==> src/rtl/txdesc_pkg.sv <==
package txdesc_pkg;
  localparam int CW          = 32;
  localparam int BIT_DMA_IND = 31;
  localparam int BIT_DMA_DON = 16;
  localparam int BIT_TX_IND  = 15;
  localparam int ID_LSB      = 2;
  localparam int ID_W        = 8;

  typedef struct packed {
    logic            ind;
    logic [ID_W-1:0] id;
  } tag_t;

  typedef enum logic [2:0] {
    S_IDLE, S_RD1, S_PUSH, S_FRAG_GO, S_FRAG_WAIT, S_RD2, S_WB
  } st_t;
endpackage

==> src/rtl/txdesc_fsm.sv <==
module txdesc_fsm
  import txdesc_pkg::*;
#(
  parameter int AW      = 16,
  parameter int CTL_OFS = 4
) (
  input  logic          clk,
  input  logic          rst,
  input  logic          start_i,
  input  logic [AW-1:0] base_i,
  output logic          busy_o,
  output logic          mem_req_o,
  output logic          mem_we_o,
  output logic [AW-1:0] mem_addr_o,
  output logic [CW-1:0] mem_wdata_o,
  input  logic [CW-1:0] mem_rdata_i,
  input  logic          mem_ack_i,
  input  logic          fifo_full_i,
  output logic          fifo_wr_o,
  output logic [CW-1:0] fifo_data_o,
  output logic          frag_start_o,
  input  logic          frag_done_i,
  input  logic          tagq_full_i,
  output logic          push_o,
  output tag_t          push_tag_o,
  output logic          dma_fire_o
);
  localparam logic [AW-1:0] OFS      = AW'(CTL_OFS);
  localparam logic [CW-1:0] DON_MASK = CW'(1) << BIT_DMA_DON;

  st_t           st;
  logic [CW-1:0] word1;
  logic          ind2;
  logic [AW-1:0] ctl_addr;

  assign push_o     = (st == S_PUSH) && !fifo_full_i && !tagq_full_i;
  assign dma_fire_o = (st == S_WB) && mem_ack_i && ind2;
  assign busy_o     = (st != S_IDLE);

  always_comb begin
    push_tag_o.ind = word1[BIT_TX_IND];
    push_tag_o.id  = word1[ID_LSB +: ID_W];
  end

  always_ff @(posedge clk) begin
    if (rst) begin
      st           <= S_IDLE;
      mem_req_o    <= 1'b0;
      mem_we_o     <= 1'b0;
      mem_addr_o   <= '0;
      mem_wdata_o  <= '0;
      fifo_wr_o    <= 1'b0;
      fifo_data_o  <= '0;
      frag_start_o <= 1'b0;
      word1        <= '0;
      ind2         <= 1'b0;
      ctl_addr     <= '0;
    end else begin
      fifo_wr_o    <= 1'b0;
      frag_start_o <= 1'b0;
      case (st)
        S_IDLE: if (start_i) begin
          ctl_addr   <= base_i + OFS;
          mem_addr_o <= base_i + OFS;
          mem_req_o  <= 1'b1;
          mem_we_o   <= 1'b0;
          st         <= S_RD1;
        end
        S_RD1: if (mem_ack_i) begin
          mem_req_o <= 1'b0;
          word1     <= mem_rdata_i;
          st        <= S_PUSH;
        end
        S_PUSH: if (push_o) begin
          fifo_wr_o   <= 1'b1;
          fifo_data_o <= word1;
          st          <= S_FRAG_GO;
        end
        S_FRAG_GO: begin
          frag_start_o <= 1'b1;
          st           <= S_FRAG_WAIT;
        end
        S_FRAG_WAIT: if (frag_done_i) begin
          mem_req_o  <= 1'b1;
          mem_we_o   <= 1'b0;
          mem_addr_o <= ctl_addr;
          st         <= S_RD2;
        end
        S_RD2: if (mem_ack_i) begin
          ind2        <= mem_rdata_i[BIT_DMA_IND];
          mem_wdata_o <= mem_rdata_i | DON_MASK;
          mem_we_o    <= 1'b1;
          st          <= S_WB;
        end
        S_WB: if (mem_ack_i) begin
          mem_req_o <= 1'b0;
          mem_we_o  <= 1'b0;
          st        <= S_IDLE;
        end
        default: st <= S_IDLE;
      endcase
    end
  end

  // request held steady until acknowledged
  p_req_hold_r2: assert property (@(posedge clk) disable iff (rst)
    (mem_req_o && !mem_ack_i) |=> (mem_req_o && $stable(mem_addr_o) && $stable(mem_we_o)));
  // FIFO write is a single-cycle strobe
  p_fifo_pulse_r3: assert property (@(posedge clk) disable iff (rst)
    fifo_wr_o |=> !fifo_wr_o);
  // fragment start follows the FIFO write
  p_frag_after_fifo_r4: assert property (@(posedge clk) disable iff (rst)
    $rose(frag_start_o) |-> $past(fifo_wr_o));
  // every write-back carries the done flag
  p_wb_done_r6: assert property (@(posedge clk) disable iff (rst)
    (mem_req_o && mem_we_o) |-> mem_wdata_o[BIT_DMA_DON]);
  // busy drops only after the write-back acknowledge
  p_busy_until_wb_r10: assert property (@(posedge clk) disable iff (rst)
    $fell(busy_o) |-> $past(mem_ack_i && mem_we_o));
endmodule

==> src/rtl/txdesc_tagq.sv <==
module txdesc_tagq
  import txdesc_pkg::*;
#(
  parameter int DEPTH = 4
) (
  input  logic clk,
  input  logic rst,
  input  logic push_i,
  input  tag_t push_tag_i,
  input  logic pop_i,
  output logic full_o,
  output logic pop_ok_o,
  output tag_t head_o
);
  localparam int PW = (DEPTH > 1) ? $clog2(DEPTH) : 1;
  localparam logic [PW-1:0] LAST = PW'(DEPTH - 1);
  localparam logic [PW:0]   CAP  = (PW + 1)'(DEPTH);

  tag_t          slots [DEPTH];
  logic [PW-1:0] wp, rp;
  logic [PW:0]   cnt;
  logic          empty;

  assign empty    = (cnt == '0);
  assign full_o   = (cnt == CAP);
  assign pop_ok_o = pop_i && !empty;
  assign head_o   = slots[rp];

  always_ff @(posedge clk) begin
    if (push_i) slots[wp] <= push_tag_i;
  end

  always_ff @(posedge clk) begin
    if (rst) begin
      wp  <= '0;
      rp  <= '0;
      cnt <= '0;
    end else begin
      if (push_i)   wp <= (wp == LAST) ? '0 : wp + 1'b1;
      if (pop_ok_o) rp <= (rp == LAST) ? '0 : rp + 1'b1;
      case ({push_i, pop_ok_o})
        2'b10:   cnt <= cnt + 1'b1;
        2'b01:   cnt <= cnt - 1'b1;
        default: cnt <= cnt;
      endcase
    end
  end

  // no push into a full record, count stays in range
  p_no_overflow_r11: assert property (@(posedge clk) disable iff (rst)
    push_i |-> !full_o);
  p_count_range_r11: assert property (@(posedge clk) disable iff (rst)
    cnt <= CAP);
endmodule

==> src/rtl/txdesc_irq.sv <==
module txdesc_irq
  import txdesc_pkg::*;
(
  input  logic            clk,
  input  logic            rst,
  input  logic            dma_fire_i,
  input  logic            pop_ok_i,
  input  tag_t            head_i,
  output logic            dma_irq_o,
  output logic            tx_irq_o,
  output logic [ID_W-1:0] tx_id_o
);
  always_ff @(posedge clk) begin
    if (rst) begin
      dma_irq_o <= 1'b0;
      tx_irq_o  <= 1'b0;
      tx_id_o   <= '0;
    end else begin
      dma_irq_o <= dma_fire_i;
      tx_irq_o  <= pop_ok_i && head_i.ind;
      if (pop_ok_i) tx_id_o <= head_i.id;
    end
  end

  // DMA interrupt is a single-cycle pulse
  p_dma_pulse_r7: assert property (@(posedge clk) disable iff (rst)
    dma_irq_o |=> !dma_irq_o);
  // transmit interrupt only after a retired frame
  p_tx_src_r8: assert property (@(posedge clk) disable iff (rst)
    tx_irq_o |-> $past(pop_ok_i));
endmodule

==> src/rtl/txdesc_ctl.sv <==
module txdesc_ctl
  import txdesc_pkg::*;
#(
  parameter int AW        = 16,
  parameter int CTL_OFS   = 4,
  parameter int TAG_DEPTH = 4
) (
  input  logic            clk,
  input  logic            rst,
  input  logic            start_i,
  input  logic [AW-1:0]   desc_base_i,
  output logic            busy_o,
  output logic            mem_req_o,
  output logic            mem_we_o,
  output logic [AW-1:0]   mem_addr_o,
  output logic [CW-1:0]   mem_wdata_o,
  input  logic [CW-1:0]   mem_rdata_i,
  input  logic            mem_ack_i,
  input  logic            fifo_full_i,
  output logic            fifo_wr_o,
  output logic [CW-1:0]   fifo_data_o,
  output logic            frag_start_o,
  input  logic            frag_done_i,
  input  logic            tx_done_i,
  output logic            dma_irq_o,
  output logic            tx_irq_o,
  output logic [ID_W-1:0] tx_irq_id_o
);
  logic tq_full, push, pop_ok, dma_fire;
  tag_t push_tag, head;

  txdesc_fsm #(.AW(AW), .CTL_OFS(CTL_OFS)) u_fsm (
    .clk(clk), .rst(rst), .start_i(start_i), .base_i(desc_base_i), .busy_o(busy_o),
    .mem_req_o(mem_req_o), .mem_we_o(mem_we_o), .mem_addr_o(mem_addr_o),
    .mem_wdata_o(mem_wdata_o), .mem_rdata_i(mem_rdata_i), .mem_ack_i(mem_ack_i),
    .fifo_full_i(fifo_full_i), .fifo_wr_o(fifo_wr_o), .fifo_data_o(fifo_data_o),
    .frag_start_o(frag_start_o), .frag_done_i(frag_done_i), .tagq_full_i(tq_full),
    .push_o(push), .push_tag_o(push_tag), .dma_fire_o(dma_fire)
  );

  txdesc_tagq #(.DEPTH(TAG_DEPTH)) u_tagq (
    .clk(clk), .rst(rst), .push_i(push), .push_tag_i(push_tag), .pop_i(tx_done_i),
    .full_o(tq_full), .pop_ok_o(pop_ok), .head_o(head)
  );

  txdesc_irq u_irq (
    .clk(clk), .rst(rst), .dma_fire_i(dma_fire), .pop_ok_i(pop_ok), .head_i(head),
    .dma_irq_o(dma_irq_o), .tx_irq_o(tx_irq_o), .tx_id_o(tx_irq_id_o)
  );
endmodule

==> config.mk <==
export PLATFORM = sky130hd
export DESIGN_NAME = txdesc_ctl
export DESIGN_NICKNAME = d
export VERILOG_FILES = /design/src/rtl/txdesc_pkg.sv /design/src/rtl/txdesc_fsm.sv /design/src/rtl/txdesc_tagq.sv /design/src/rtl/txdesc_irq.sv /design/src/rtl/txdesc_ctl.sv
export SDC_FILE = /design/constraint.sdc
export NUM_CORES = 1
export LEC_CHECK = 0
export BUFFER_PORTS_ARGS = -buffer_cell sky130_fd_sc_hd__buf_2
export CAP_MARGIN = 20
export CORE_ASPECT_RATIO = 1.4
export CORE_MARGIN = 1.5
export CORE_UTILIZATION = 54
export DETAILED_ROUTE_END_ITERATION = 10
export PLACE_DENSITY = 0.79
export SLEW_MARGIN = 5
export SYNTH_ARGS = -nofsm -noshare
export SYNTH_HDL_FRONTEND = slang
export SYNTH_SLANG_ARGS = --single-unit
==> constraint.sdc <==
create_clock -name clk -period 3.23 [get_ports clk]
set_input_delay 0.323 -clock clk [delete_from_list [all_inputs] [get_ports clk]]
set_output_delay 0.323 -clock clk [all_outputs]
set_load 0.005 [all_outputs]
==> metrics.txt, run 1 <==
status=complete, no violations; top cells by area, synth=dfxtp_1, edfxtp_1, nand2_1; Crit Path Class=flop to flop; RSZ-0062 raised after global routing=no; CTS tree=built; Synth top area share=42.6%; largest area contributor in the netlist=dfxtp_1; slew at the pin closest to its max-slew limit=0.945 ns; core box area=12,900 um^2; via count=5,904; average routed wire per standard cell=15.6 um; dpl hpwl=11,600 um; total power=4.95 mW; hold crit path type=input pin to flop; total CTS buffers=17; YS warnings=0; R2R Setup Slk=0.95 ns; Placed Cells=1,066; port bufs=149; Chip Height=140 um; Worst-path clk slew=0.07 ns; Post-Syn Area per Cell=9.20 um^2; die area=14,100 um^2; LEAKAGE=3.37 nW; number of global-route vias before repair=5,563; clock buffer depth=2; Post-route DRC=0; Fmax=439 MHz; crit path capture type=flop; 1st-pass router iterations=5; Core Rows=49; max-cap viol count=0; clk_lat worst skew=0.42 ns; CP Data Required Time=3.29 ns; P per Cell Area=574 nW/um^2; CTS sink cnt=190; Antenna diodes=0; Yosys reg bits=190; initial core utilization=55.9%; clk root buf=clkbuf_16; post-CTS resize count=0; # setup viols final=0; Non-Filler Instances=1,098; TNS Setup=0 ns; Detailed Route WL=17,100 um; drt via density=5.38; IO Count=150; Mapped Cells=786; Hold WS=0.134 ns; Net Count, Synth=849; crit path DAT=2.34 ns; Fin. Hold Viols=0; Post-synth top cells=nand2_1, dfxtp_1, a21oi_1; pin count of the biggest net entering global routing=84; die width=101 um; count leader, synth=nand2_1; max-slew violation count=0; CP startpoint kind=flop; placer's final routability congestion estimate=0.860; global route overflow=0; VDD IR max=0.345 mV; Cell variety after synth=48; Fillers=1,119; antenna violations before repair=0; main flop type after synthesis=dfxtp_1; DR iter-0 viols=308; Tcrit/Tclk final=70.5%; Post-synth EDFFs=36; # nets final=970; gr usage total=24.8%; number of setup buffers added after CTS=0; post-route ant nets=0; global-route wire length before repair=27,300 um; Mapped Area=7230 um^2; post-synthesis sequential area ratio=57.6%; Slew HR=36.8%; clk_skew=0.00729 ns; layout cell share with drive strength beyond 1=22.1%; Max H-tree Level=4; post-synthesis async set-or-reset flop share=0%; post-layout minimum cycle time=2.28 ns; area grow syn2layout=19.0%; Crit Path Max Fanout=37; cts hold-fix bufs=0
-- kinds of logic after synthesis --
logic type                 count (synthesis)  share of synthesized area, %
and+or+nand+nor                          331                          19.3
muxes                                     12                          3.22
adders and majority gates                  8                          1.49
xor gates and xnor gates                   6                         0.726
DFF                                      190                          57.6
buffers and inverters                     70                          4.34
AOI/OAI and AO/OA                        169                          13.4
-- state kept, by name (all words and copies together) (netlist names), 2 cells and up, named ones only --
register	cells
u_tagq.cnt	3
u_tagq.slots	36
u_fsm.mem_wdata_o	32
u_tagq.rp	2
u_fsm.st	3
u_fsm.word1	32
u_fsm.fifo_data_o	32
u_irq.tx_id_o	8
u_fsm.ctl_addr	16
u_tagq.wp	2
u_fsm.mem_addr_o	16
-- critical path, cell delays in order (launching register included) --
cell       delay [ns]
dfxtp_1          0.41
nand2b_1         0.22
a2111oi_2        0.38
buf_4            0.43
and2_1           0.47
-- cells in the final DEF, fill, tap and decap left out, drive strengths merged, types with 3 or more instances in the layout --
master | Yosys | routed
a2111oi | 4 | 4
a211o | 3 | 3
a211oi | 8 | 8
a21oi | 125 | 125
a311oi | 3 | 3
a31oi | 5 | 5
and2 | 5 | 5
and3 | 3 | 3
buf | 25 | 158
clkbuf | 31 | 17
clkinv | 1 | 9
dfxtp | 154 | 154
edfxtp | 36 | 36
ha | 7 | 7
inv | 13 | 18
mux2i | 3 | 3
mux4 | 9 | 9
nand2 | 244 | 244
nand2b | 3 | 3
nand3 | 10 | 10
nand3b | 4 | 4
nand4 | 4 | 4
nor2 | 27 | 27
nor2b | 3 | 3
nor3 | 10 | 10
nor4 | 5 | 5
o21a | 3 | 3
o21ai | 6 | 6
o31a | 3 | 3
o31ai | 4 | 4
or3 | 6 | 6
xor2 | 4 | 4
-- layer usage --
| layer | wire [um] | vias to the layer above | part of all wire, % | GRT usage [%] |
|---|---|---|---|---|
| met5 | 0 | - | 0 | 0 |
| met4 | 412 | 0 | 2.4 | 9.64 |
| met3 | 1140 | 28 | 6.7 | 6.49 |
| met2 | 9050 | 198 | 53 | 43.9 |
| met1 | 6530 | 2766 | 38 | 28.1 |
| li1 | - | 2912 | - | - |
-- path summary, 6_finish.rpt --
path	startpoint	end	cells after the start
min reg2reg	u_fsm.word1[23]$_SDFFE_PP0P_	u_fsm.fifo_data_o[23]$_SDFFE_PP0P_	2
max	u_fsm.st[0]$_SDFFE_PP0P_	u_tagq.slots[0][8]$_DFFE_PP_	4
min	mem_rdata_i[16]	u_fsm.word1[16]$_SDFFE_PP0P_	3
max reg2reg	u_fsm.st[0]$_SDFFE_PP0P_	u_tagq.slots[0][8]$_DFFE_PP_	4
-- cell type report --
type                       count  area [um^2]  area share, %
tap                          178          223           2.59
clock buffer                  17          425           4.94
clock inverter                15          155           1.80
sequential                   190         4160           48.4
inverter                      14         52.6          0.610
multi-input combinational    526         2760           32.1
timing repair buffer         158          828           9.62
-- per-stage QoR --
step / utilization, % / instance area [um^2] / setup WS [ns]
finish: 66.6 / 8610 / 0.952
global placement: 62.1 / 8030 / 0.999
floorplan: - / 7230 / 0.900
detailed placement: 62.1 / 8030 / 0.919
global route: 66.6 / 8610 / 0.779
CTS: 66.6 / 8610 / 0.920
-- power breakdown --
group,total (mW),switching [mW],internal [mW]
Combinational,0.379,0.234,0.145
Clock,2.02,0.936,1.09
Sequential,2.54,0.0555,2.49
Total,4.95,1.23,3.72
No activity file was read; power rests on OpenSTA's default activity.
==> run 2, diff against run 1 <==
==> constraint.sdc (replaced) <==
create_clock -name clk -period 2.37 [get_ports clk]
set_input_delay 0.237 -clock clk [delete_from_list [all_inputs] [get_ports clk]]
set_output_delay 0.237 -clock clk [all_outputs]
set_load 0.005 [all_outputs]
==> run 2 against run 1 <==
  * Maximum frequency up 6.9%
  * Non-clock buffer count up 10
  * Sequential share of layout area down 0.96 points
  * Clock skew up 0.0039 ns
  * Total power up 46%
  * Final area up 2.0%
  * Critical endpoint is now u_tagq.cnt[2]$_SDFFE_PP0P_
  * Largest cell class unchanged
==> metrics.txt, run 2 (synthesis results as in run 1) <==
crit path capture type=flop; Fmax=469 MHz; RSZ-0062 raised after global routing=no; 1st-pass router iterations=6; Fillers=1,041; crit-path leading delay family=compound AO/OA/AOI/OAI gates; Slew HR=58.9%; number of setup buffers added after CTS=0; antenna violations before repair=1; Buf/Inv on CP=2; slew at the pin closest to its max-slew limit=0.617 ns; hold crit path type=input pin to flop; Tcrit/Tclk final=89.9%; Max H-tree Level=4; Fin. Hold Viols=0; average routed wire per standard cell=15.5 um; post-route ant nets=0; Post-route DRC=0; CTS sink cnt=190; placed instance area=8100 um^2; Crit-path slowest cell=a2111oi_2; dpl hpwl=11,600 um; crit path DAT=2.47 ns; port bufs=149; Crit Path Max Fanout=2; CP Data Required Time=2.71 ns; clk_skew=0.0112 ns; CP startpoint kind=flop; number of global-route vias before repair=5,585; clk_lat worst skew=0.43 ns; DR iter-0 viols=286; Chip Height=140 um; die width=101 um; post-route cell area=8780 um^2; cts hold-fix bufs=0; status=complete, no violations; area grow syn2layout=21.4%; Crit Path Class=flop to flop; Critical Path Max Stage Delay=0.39 ns; IO Count=150; placer's final routability congestion estimate=0.859; commonest non-fill, non-tap cell in the layout=nand2_1; max-cap viol count=0; post-layout minimum cycle time=2.13 ns; post-CTS resize count=0; crit path cell chain=nand2b_1 -> a2111oi_2 -> inv_1 -> ha_1 -> inv_1 -> fa_1 -> xor2_1 -> or3_1 -> a21oi_1; Detailed Route WL=17,100 um; initial core utilization=55.9%; gr usage total=25.1%; # nets final=980; VDD IR max=0.569 mV; Largest Register=u_tagq.slots; clk root buf=clkbuf_16; TNS Setup=0 ns; Core Rows=49; # setup viols final=0; global-route wire length before repair=27,500 um; total CTS buffers=17; via count=5,899; pin count of the biggest net entering global routing=56; Worst-path clk slew=0.07 ns; most frequent cells in the layout=nand2_1, dfxtp_1, buf_2; drt via density=5.32; max reg flops=36; P per Cell Area=820 nW/um^2; clock buffer depth=2; layout cell share with drive strength beyond 1=22.8%; die area=14,100 um^2; global route overflow=0; Worst path most repeated cell=inv_1; LEAKAGE=3.47 nW; max-slew violation count=0; CTS tree=built; core box area=12,900 um^2
## run 2: cell types whose count changed in the layout (fill, tap and decap cells not counted), moves of 2 or more
cell | previous run | this run
clkinv_4 | 5 | 1
buf_4 | 9 | 19
clkbuf_16 | 17 | 19
bufinv_16 | 1 | 5
## run 2: per-layer routing
metal	vias up	routed length, um	GRT usage [%]
met5	-	0	0
li1	2936	-	-
met1	2726	6650	29.5
met3	29	1150	5.89
met2	208	8900	43.4
met4	0	423	10.9
## run 2: power breakdown
part | leakage (nW) | internal, mW | switching [mW]
sequential | 1.62 | 3.39 | 0.0704
clock | 0.333 | 2.01 | 1.20
combinational | 1.52 | 0.213 | 0.326
total | 3.47 | 5.61 | 1.59
## run 2: area by class of cell
class / count / area, um^2 / area share, %
Antenna cell: 1 / 2.50 / 0.0285
Clock buffer: 20 / 479 / 5.46
Clock inverter: 11 / 198 / 2.25
Inverter: 14 / 52.6 / 0.598
Multi-Input combinational cell: 526 / 2760 / 31.4
Sequential cell: 190 / 4160 / 47.4
Tap cell: 178 / 223 / 2.54
Timing Repair Buffer: 168 / 903 / 10.3
## run 2: tightest hold or removal path, stage by stage
cell and delay, ns:
buf_2 0.10, nand2_1 0.05, a21oi_1 0.05
## run 2: through the flow
| step | utilization (%) | setup WS [ns] | hold WS, ns | std cells | total power, mW |
|---|---|---|---|---|---|
| after floorplan | - | 0.0402 | 0.333 | 786 | 3.86 |
| after global placement | 62.6 | 0.334 | 0.437 | 1076 | 4.06 |
| after detailed placement | 62.6 | 0.236 | 0.443 | 1076 | 4.07 |
| after CTS | 67.9 | 0.217 | 0.0484 | 1107 | 7.25 |
| after global routing | 67.9 | 0.0691 | 0.0615 | 1108 | 7.44 |
| final | 67.9 | 0.240 | 0.0588 | 1108 | 7.20 |
## run 2: worst paths after layout
check,to,slack (ns),depth (start not counted),startpoint
max,u_tagq.cnt[2]$_SDFFE_PP0P_,0.24,9,u_fsm.st[0]$_SDFFE_PP0P_
min,u_fsm.word1[16]$_SDFFE_PP0P_,0.06,3,mem_rdata_i[16]
max reg2reg,u_tagq.cnt[2]$_SDFFE_PP0P_,0.24,9,u_fsm.st[0]$_SDFFE_PP0P_
min reg2reg,u_fsm.fifo_data_o[14]$_SDFFE_PP0P_,0.44,2,u_fsm.word1[14]$_SDFFE_PP0P_
